## config.mk

```make
export PLATFORM = sky130hd
export DESIGN_NAME = cfg_serial_slave
export DESIGN_NICKNAME = d
export VERILOG_FILES = /design/src/rtl/cfg_serial_pkg.sv /design/src/rtl/cfg_sync.sv /design/src/rtl/cfg_shifter.sv /design/src/rtl/cfg_regfile.sv /design/src/rtl/cfg_serial_slave.sv
export SDC_FILE = /design/constraint.sdc
export NUM_CORES = 1
export LEC_CHECK = 0
export BUFFER_PORTS_ARGS = -buffer_cell sky130_fd_sc_hd__buf_2
export CORE_MARGIN = 2
export CORE_UTILIZATION = 40
export CTS_CLUSTER_SIZE = 8
export DETAILED_ROUTE_END_ITERATION = 8
export GPL_ROUTABILITY_DRIVEN = 0
export PLACE_DENSITY = 0.61
export SYNTH_ARGS = -nofsm -noshare
export SYNTH_HDL_FRONTEND = slang
export SYNTH_SLANG_ARGS = --single-unit
export TNS_END_PERCENT = 10
```

## constraint.sdc

```tcl
create_clock -name clk -period 4.83 [get_ports clk]
set_clock_uncertainty 0.1 [all_clocks]
set_input_delay 0.7245 -clock clk [delete_from_list [all_inputs] [get_ports clk]]
set_output_delay 0.7245 -clock clk [all_outputs]
set_load 0.005 [all_outputs]
```

## src/rtl/cfg_serial_pkg.sv

```systemverilog
package cfg_serial_pkg;
  localparam int unsigned CFG_WORD_W   = 32;
  localparam int unsigned CFG_ADDR_W   = 4;
  localparam int unsigned CFG_SYNC_LEN = 2;
  localparam int unsigned CFG_CAL_ADDR = 15;
  localparam logic [15:0] CFG_IMPL_MASK = 16'hBFFF;
endpackage

```

## src/rtl/cfg_sync.sv

```systemverilog
module cfg_sync #(
  parameter int unsigned WIDTH  = 3,
  parameter int unsigned STAGES = 2
) (
  input  logic             clk,
  input  logic             rst,
  input  logic [WIDTH-1:0] async_i,
  output logic [WIDTH-1:0] sync_o
);
  logic [WIDTH-1:0] chain [STAGES];

  always_ff @(posedge clk) begin
    if (rst) chain[0] <= '0;
    else     chain[0] <= async_i;
  end

  for (genvar s = 1; s < STAGES; s++) begin : g_stage
    always_ff @(posedge clk) begin
      if (rst) chain[s] <= '0;
      else     chain[s] <= chain[s-1];
    end
  end

  assign sync_o = chain[STAGES-1];
endmodule

```

## src/rtl/cfg_shifter.sv

```systemverilog
module cfg_shifter #(
  parameter int unsigned WORD_W = 32
) (
  input  logic              clk,
  input  logic              rst,
  input  logic              bclk_s,
  input  logic              bdat_s,
  input  logic              strobe_s,
  output logic              wr_valid,
  output logic [WORD_W-1:0] wr_word
);
  logic              bclk_q, strobe_q;
  logic [WORD_W-1:0] shreg;
  logic              bclk_rise, strobe_rise;

  assign bclk_rise   = bclk_s & ~bclk_q;
  assign strobe_rise = strobe_s & ~strobe_q;

  always_ff @(posedge clk) begin
    if (rst) begin
      bclk_q   <= 1'b0;
      strobe_q <= 1'b0;
      shreg    <= '0;
      wr_valid <= 1'b0;
      wr_word  <= '0;
    end else begin
      bclk_q   <= bclk_s;
      strobe_q <= strobe_s;
      if (bclk_rise)   shreg   <= {shreg[WORD_W-2:0], bdat_s};
      wr_valid <= strobe_rise;
      if (strobe_rise) wr_word <= shreg;
    end
  end
endmodule

```

## src/rtl/cfg_regfile.sv

```systemverilog
module cfg_regfile #(
  parameter int unsigned WORD_W    = 32,
  parameter int unsigned ADDR_W    = 4,
  parameter int unsigned CAL_ADDR  = 15,
  parameter logic [(1<<ADDR_W)-1:0] IMPL_MASK = '1,
  localparam int unsigned DATA_W   = WORD_W - ADDR_W,
  localparam int unsigned NREGS    = 1 << ADDR_W
) (
  input  logic                    clk,
  input  logic                    rst,
  input  logic                    wr_valid,
  input  logic [WORD_W-1:0]       wr_word,
  output logic [NREGS*DATA_W-1:0] regs_flat,
  output logic                    cal_o
);
  logic [DATA_W-1:0] mem [NREGS];
  logic [ADDR_W-1:0] addr;
  logic [DATA_W-1:0] data;
  logic              cal_arm;

  assign addr = wr_word[ADDR_W-1:0];
  assign data = wr_word[WORD_W-1:ADDR_W];

  always_ff @(posedge clk) begin
    if (rst) begin
      for (int i = 0; i < NREGS; i++) mem[i] <= '0;
      cal_arm <= 1'b0;
      cal_o   <= 1'b0;
    end else begin
      cal_arm <= 1'b0;
      if (wr_valid && IMPL_MASK[addr]) begin
        mem[addr] <= data;
        cal_arm   <= (addr == ADDR_W'(CAL_ADDR));
      end
      cal_o <= cal_arm;
    end
  end

  for (genvar g = 0; g < NREGS; g++) begin : g_flat
    assign regs_flat[g*DATA_W +: DATA_W] = mem[g];
  end
endmodule

```

## src/rtl/cfg_serial_slave.sv

```systemverilog
module cfg_serial_slave
  import cfg_serial_pkg::*;
#(
  parameter int unsigned WORD_W   = CFG_WORD_W,
  parameter int unsigned ADDR_W   = CFG_ADDR_W,
  parameter int unsigned SYNC_LEN = CFG_SYNC_LEN,
  parameter int unsigned CAL_ADDR = CFG_CAL_ADDR,
  parameter logic [(1<<ADDR_W)-1:0] IMPL_MASK = CFG_IMPL_MASK,
  localparam int unsigned DATA_W  = WORD_W - ADDR_W,
  localparam int unsigned NREGS   = 1 << ADDR_W
) (
  input  logic                    clk,
  input  logic                    rst,
  input  logic                    ser_clk_i,
  input  logic                    ser_data_i,
  input  logic                    ser_le_i,
  output logic [NREGS*DATA_W-1:0] regs_o,
  output logic                    cal_start_o
);
  logic [2:0]        pins_s;
  logic              wr_valid;
  logic [WORD_W-1:0] wr_word;

  cfg_sync #(.WIDTH(3), .STAGES(SYNC_LEN)) u_sync (
    .clk     (clk),
    .rst     (rst),
    .async_i ({ser_le_i, ser_data_i, ser_clk_i}),
    .sync_o  (pins_s)
  );

  cfg_shifter #(.WORD_W(WORD_W)) u_shift (
    .clk      (clk),
    .rst      (rst),
    .bclk_s   (pins_s[0]),
    .bdat_s   (pins_s[1]),
    .strobe_s (pins_s[2]),
    .wr_valid (wr_valid),
    .wr_word  (wr_word)
  );

  cfg_regfile #(
    .WORD_W(WORD_W), .ADDR_W(ADDR_W), .CAL_ADDR(CAL_ADDR), .IMPL_MASK(IMPL_MASK)
  ) u_regs (
    .clk       (clk),
    .rst       (rst),
    .wr_valid  (wr_valid),
    .wr_word   (wr_word),
    .regs_flat (regs_o),
    .cal_o     (cal_start_o)
  );
endmodule

```

==> metrics list, run 1 <==
- The run finished with clean final reports.
- Largest net degree at the start of global routing: 113
- Avg Cell Area, Syn: 13.2 um^2
- In the synthesized netlist the async set-or-reset flop fraction comes to 0.
- The total area inside the core boundary comes to 0.0465 mm^2.
- Worst Hold Endpoint: u_sync.chain[0][2]
- After floorplanning, the core was divided into 79 placement rows.
- The number of gates resized after CTS was 0.
* Antenna violations before repair: 0
- Based on the critical path, the design can be clocked at up to 386 MHz.
- RSZ-0062 raised after global routing: false
- Setup violations remaining at the end of the flow were counted as 0.
- CTS tree: built
- Number of buffers created by CTS: 75
- The routed layout has 12,700 vias.
* X dimension of the die: 221 um
* Transition at the pin with the smallest max-transition slack: 1.17 ns
- Class of the most critical setup path: reg2reg
* Power density relative to cell area: 429 mW/mm^2
* Number of enable flip-flop cells after synthesis: 448
- The die covers 0.0486 mm^2.
* Worst setup slack after layout: 2.24 ns
- The HPWL after detailed placement is 37,100 um.
- In this run the deepest clock path goes through 3 buffers.
- The H-tree was split into 3 levels.
* Average wire per cell in the routed design: 23.2 um
- Worst Setup Slack post-DPL: 1.75 ns
- For this design the top-level I/O count stands at 454.
- The net count of the finished layout is 1,889.
- In the routed layout, each cell is associated on average with a via count of 5.05.
- The worst hold path belongs to the class in2reg.
* Post-synthesis cell type count: 26
* Leading cell type in the layout, fill and taps excluded: buf_2
- Reg2Reg Capture Point: u_regs.mem[7][6]
- Power comes to 10.2 mW.
- Share of layout cells above drive strength 1: 0.305
- In this run the critical register-to-register path is launched from u_shift.wr_word[2].
- The total overflow left after global routing is 0.
* Highest cell delay on the worst timing path: 0.95 ns
- From synthesis to final layout, the design area changed by 26.3%.
- Along the worst hold path, the cell count comes to 2.
- The worst-case IR drop observed on VDD is 0.000371 V.
* Share of synthesized area occupied by flip-flops and latches: 0.798
* Via count of the first global-routing pass: 12,000
- Worst endpoint data arrival time: 2.69 ns
- Clock-pin slew was measured on the worst setup and hold paths at 0.05 ns.
- The floorplan step set the die height to 221 um.
- The worst setup path is launched from a register.
- For this run, the share of the core covered by cells in the final layout is 0.510.
- Most used DFF post-synth: edfxtp_1
* Count of warnings emitted by yosys: 0
- Post-CTS repair timing setup buffer count: 0
- The mapped netlist covers 0.0188 mm^2.
- The startpoint identified for the worst hold timing path is ser_le_i.
- For this design the static power due to leakage is 8.93 nW.
- Buffers placed on the I/O ports in this run total 453.
* Commonest cells after routing, fill and taps aside: buf_2 (453), edfxtp_1 (448), nor2_1 (441)
- The detail route stage leaves a number of antenna-violating nets equal to 0.
- Synthesis inferred 524 register bits.
- For the worst setup path, the data required time is 4.92 ns.
- Wire length of the first global-routing pass: 80,800 um
* Remaining DRCs: 0
- Clock tree synthesis found a total of 524 sinks.
- When the netlist entered floorplanning its net count stood at 1,422.
* Worst-skew pair later-pin latency: 0.60 ns
- Reported max-cap violation count: 0
* Setup Total Neg Slack: 0 ns
* Post-CTS Hold Fix Bufs: 0
- The pre-antenna-repair detailed-routing pass consisted of 5 iterations.
- The number of hold-slack violations in the final timing report is 0.
- Of the available clock period, the critical path in the final layout requires 0.537.
- Counting cells, the worst reg-to-reg path comes to 3.
* Worst rel slew slack: 0.222
- Reg-to-reg slack, setup: 2.24 ns
* Worst setup EP type: register
* Initial DRC Count: 1,163
- Synthesized instance count: 1,417
* Antenna cell count: 0
- For this configuration, the core starts out at a cell density of 0.404.
* Slowest cell on crit path: a21o_1
- For this block, the routed nets add up to 58,400 um of wire.
- Fill cells: 4,112
- Time the worst path needs with I/O delays and setup: 2.59 ns
- CTS placed an instance of clkbuf_16 at the clock tree root.
- Series of cell instances along the critical path: nor2b_2 -> buf_4 -> a21o_1
- Final Max Tran Viols: 0
- In this run the worst path has a maximum fanout of 31.
- Across every metal layer, demand over resource in global routing totals 0.234.
[worst max path at each step]
| stage | from | to | slack [ns] | depth (start not counted) |
|---|---|---|---|---|
| floorplan | rst | u_regs.mem[11][0] | 2.43 | 3 |
| global placement | rst | u_regs.mem[7][23] | 1.80 | 4 |
| detailed placement | rst | u_regs.mem[7][24] | 1.75 | 4 |
| CTS | u_shift.wr_word[2] | u_regs.mem[7][6] | 2.21 | 3 |
| global route | u_shift.wr_word[2] | u_regs.mem[7][6] | 2.08 | 3 |
| finish | u_shift.wr_word[2] | u_regs.mem[7][6] | 2.24 | 3 |
[worst max-delay path: cells and delay by family (launching register included)]
family                 cells  cell delay [ns]
DFF                        1             0.57
AOI/OAI and AO/OA          1             0.95
and+or+nand+nor            1             0.22
buffers and inverters      1             0.34
[per-stage QoR]
stage,hold slack (ns),instance area [um^2],cells
finish,0.258,23700,2521
global route,0.256,23700,2521
CTS,0.228,23700,2521
detailed placement,0.327,21600,2414
global placement,0.324,21600,2414
floorplan,0.314,18800,1417
[synthesized netlist by cell type, drive strengths merged, types with 2 or more instances]
library cell    n  share of area
buf            45          0.018
clkbuf         46         0.0092
nand2b          3         0.0010
edfxtp        448           0.72
nand3b          4         0.0023
nor2b          13         0.0043
nand3           2        0.00053
a21oi          65          0.017
a21o           16         0.0064
dfxtp          76          0.081
nand2         237          0.047
nor2          452          0.092
[cells by family (layout without fill, tap and decap cells)]
group	after synthesis	after routing	share of synthesized area
and+or+nand+nor	721	721	0.151
buffers and inverters	91	588	0.0269
AOI/OAI and AO/OA	81	81	0.0237
DFF	524	524	0.798
[power breakdown]
| part | total (mW) | switching [mW] | internal [mW] |
|---|---|---|---|
| Clock | 4.78 | 1.82 | 2.96 |
| Combinational | 0.317 | 0.214 | 0.103 |
| Sequential | 5.08 | 0.0397 | 5.04 |
[area by class of cell]
cell class / instances / area, um^2 / share of cell area
clock buffer: 102 / 2040 / 0.0862
sequential: 524 / 15000 / 0.632
clock inverter: 5 / 87.6 / 0.00370
multi-input combinational: 802 / 3310 / 0.140
tap: 607 / 759 / 0.0320
timing repair buffer: 481 / 2530 / 0.107
[layer usage]
layer | global-route usage | up-vias | part of all wire
met1 | 0.301 | 6246 | 0.39
met4 | 0.114 | 0 | 0.041
met2 | 0.379 | 657 | 0.49
li1 | - | 5716 | -
met3 | 0.0476 | 110 | 0.078
met5 | 0 | - | 0
[sequential cells by signal (all words and copies together) (netlist names), named ones only]
signal and cells:
u_shift.wr_word 32, u_shift.shreg 32, u_regs.mem 448, u_sync.chain 6, u_shift.bclk_q 1, u_regs.cal_arm 1, u_shift.wr_valid 1, u_shift.strobe_q 1
u_regs.cal_o 1
Power figures use the tool's default switching activity.
==> run 2, diff against run 1 <==
==> constraint.sdc (replaced) <==
create_clock -name clk -period 2.5 [get_ports clk]
set_clock_uncertainty 0.1 [all_clocks]
set_input_delay 0.375 -clock clk [delete_from_list [all_inputs] [get_ports clk]]
set_output_delay 0.375 -clock clk [all_outputs]
set_load 0.005 [all_outputs]
==> run 2 against run 1 <==
Net effect: hold slack worse by 0.0065 ns; clock power rose by 87%; core utilization rose by 0.54 points; largest power group unchanged; non-clock buffer count is 12 higher; die area unchanged; total power is 91% higher; flip-flop and latch count unchanged; sequential share of layout area decreased by 0.66 points; via count barely moved.
==> metrics list, run 2 (synthesis results as in run 1) <==
* X dimension of the die: 221 um (unchanged)
- The relative slew slack came to 0.532 (+0.310).
* Critical path peak fanout: 28 (-9.7%)
* Final std cells w/o fill: 2,519 (-0.079%)
- The delay of the slowest cell on the worst path was 0.48 ns (-0.47 ns).
- The final core utilization came to 0.516 (+0.00541).
- The filler cell count in the final layout was 4,094 (-0.44%).
* Number of buffers created by CTS: 75 (unchanged)
- Leading cell type in the layout, fill and taps excluded: buf_2
* Number of primary I/O pins: 454 (unchanged)
- The final critical-path required period is 1.95 ns (-0.642 ns).
- The die area came to 0.0486 mm^2 (unchanged).
* Worst setup slack after layout: 0.549 ns (-1.69 ns)
* Post-CTS Hold Fix Bufs: 3 (+3)
* Maximum buffer depth of the clock tree: 3 (unchanged)
* Slowest cell on crit path: nor3b_1
* Reported max-cap violation count: 0 (unchanged)
- The final total negative setup slack is 0 ns (unchanged).
- Share of layout cells above drive strength 1: 0.310 (+0.00503)
- STA classifies the critical path endpoint as a register.
* Type of origin of the critical path: register
* Global routing usage on met3: 0.0492 (+0.00165)
* Hold Worst Slack: 0.251 ns (-0.00649 ns)
- The antenna diode instance count is 0 (unchanged).
- The clock input transition at the sequential cells of the worst setup and hold paths came to 0.05 ns (about the same).
* Post-CTS repair timing setup buffer count: 0 (unchanged)
- Total design power: 19.4 mW (+91%)
- Ratio of final minimum period to clock period: 0.780 (+0.243)
- CTS tree: built
- The initial standard-cell utilization of the core came to 0.404 (unchanged).
- The cell area power density came to 810 mW/mm^2 (+89%).
* Worst endpoint data arrival time: 2.12 ns (-0.57 ns)
- Run status: finished clean
- Detailed placer's ending HPWL: 38,100 um (+2.9%)
- Most flops, register: u_regs.mem
- Detail Route Antenna Nets: 0 (unchanged)
- The number of gates resized after cts came to 0 (unchanged).
- Worst endpoint required time: 2.67 ns (-2.25 ns)
* Vertical extent of the die: 221 um (unchanged)
- Commonest cells after routing, fill and taps aside: buf_2 (453), edfxtp_1 (448), nor2_1 (441)
- The wire length of the first global-routing pass came to 79,400 um (-1.7%).
* Area of the core: 0.0465 mm^2 (unchanged)
- Largest register FFs: 448 (unchanged)
- Post-Layout Inst Area: 0.0240 mm^2 (+1.1%)
- Global-route congestion overflow total: 0 (unchanged)
* Largest registers: u_regs.mem (448), u_shift.shreg (32), u_shift.wr_word (32)
* Max VDD drop: 0.000478 V (+29%)
- The net count reported at finish is 1,901 (+0.64%).
- The clock insertion delay at the later pin of the skew report was 0.59 ns (about the same).
- Number of hold violations in the final report: 0 (unchanged)
- Fmax: 513 MHz (+33%)
- Traced cell by cell, the critical path runs through nor3b_1 -> buf_4 -> a21o_1 -> buf_12.
- The number of buffers added on ports came to 453 (unchanged).
- Largest net degree at the start of global routing: 113 (unchanged)
- Transition at the pin with the smallest max-transition slack: 0.701 ns (-0.466 ns)
- TritonCTS Sinks: 524 (unchanged)
- Vias per inst: 5.06 (+0.12%)
* Worst Setup Slack post-DPL: 0.351 ns (-1.40 ns)
- Number of iterations in the first detailed-routing pass: 6 (+1)
* Root buffer cell: clkbuf_16
- The number of design-rule violations left by the first detailed-router iteration is 1,132 (-2.7%).
- Via total after detailed routing: 12,700 (+0.039%)
- Remaining DRCs: 0 (unchanged)
- The total of endpoints with negative setup slack in the final report came to 0 (unchanged).
- The total instance count after detailed placement was 2,423 (+0.37%).
* Via count of the first global-routing pass: 12,100 (+1.2%)
- Number of H-tree levels: 3 (unchanged)
- Class of the tightest hold or removal check: in2reg
- The global-route track usage on met2 came to 0.366 (-0.0124).
- GR met1 Demand/Resource: 0.297 (-0.00460)
* Overall track demand over capacity in global routing: 0.228 (-0.00581)
- Total wire length: 57,000 um (-2.4%)
- Area Overhead vs Synth: 27.7%
- The leakage component of the power was 9.05 nW (+1.3%).
- The cell row count was 79 (unchanged).
* Antenna violations before repair: 4 (+4)
- Final Max Tran Viols: 0 (unchanged)
* Class of the most critical setup path: reg2reg
* Average wire per cell in the routed design: 22.6 um (-2.3%)
- RSZ-0062 raised after global routing: false
- Global-route layer with the greatest usage: met2
- The total cell area at the placement stage was 0.0219 mm^2 (+1.5%).
run 2: changes by cell type in the layout (fill, tap and decap cells not counted), sizes merged:
cell	delta
buf	+9
bufinv	-1
clkbuf	-14
clkinv	-3
dlygate4sd3	+3
inv	+4
run 2: critical path, delay by kind of cell (launching register included):
family | cells | cell delay, ns
simple gates | 1 | 0.48
flops | 1 | 0.47
buf+inv | 2 | 0.41
compound gates | 1 | 0.15
run 2: final cells by class:
cell class	count	area, um^2	share of cell area
multi-input combinational	802	3310	0.138
tap	607	759	0.0317
timing repair buffer	493	2880	0.120
clock buffer	88	1980	0.0826
clock inverter	5	55.1	0.00230
sequential	524	15000	0.625
run 2: path summary, 6_finish.rpt:
check | from | to | slack, ns | cells past startpoint
max | u_shift.wr_word[0] | u_regs.mem[1][9] | 0.55 | 4
min | rst | u_shift.wr_word[0] | 0.25 | 3
max reg2reg | u_shift.wr_word[0] | u_regs.mem[1][9] | 0.55 | 4
min reg2reg | u_sync.chain[0][2] | u_sync.chain[1][2] | 0.34 | 1
run 2: layer usage:
metal	share of wire	wire length [um]
met1	0.39	22200
met3	0.084	4790
met5	0.0014	82
met2	0.49	27700
met4	0.041	2320
run 2: power by group:
| part | internal, mW | total [mW] | switching, mW |
|---|---|---|---|
| Combinational | 0.239 | 0.626 | 0.387 |
| Sequential | 9.74 | 9.84 | 0.101 |
| Clock | 5.49 | 8.95 | 3.46 |
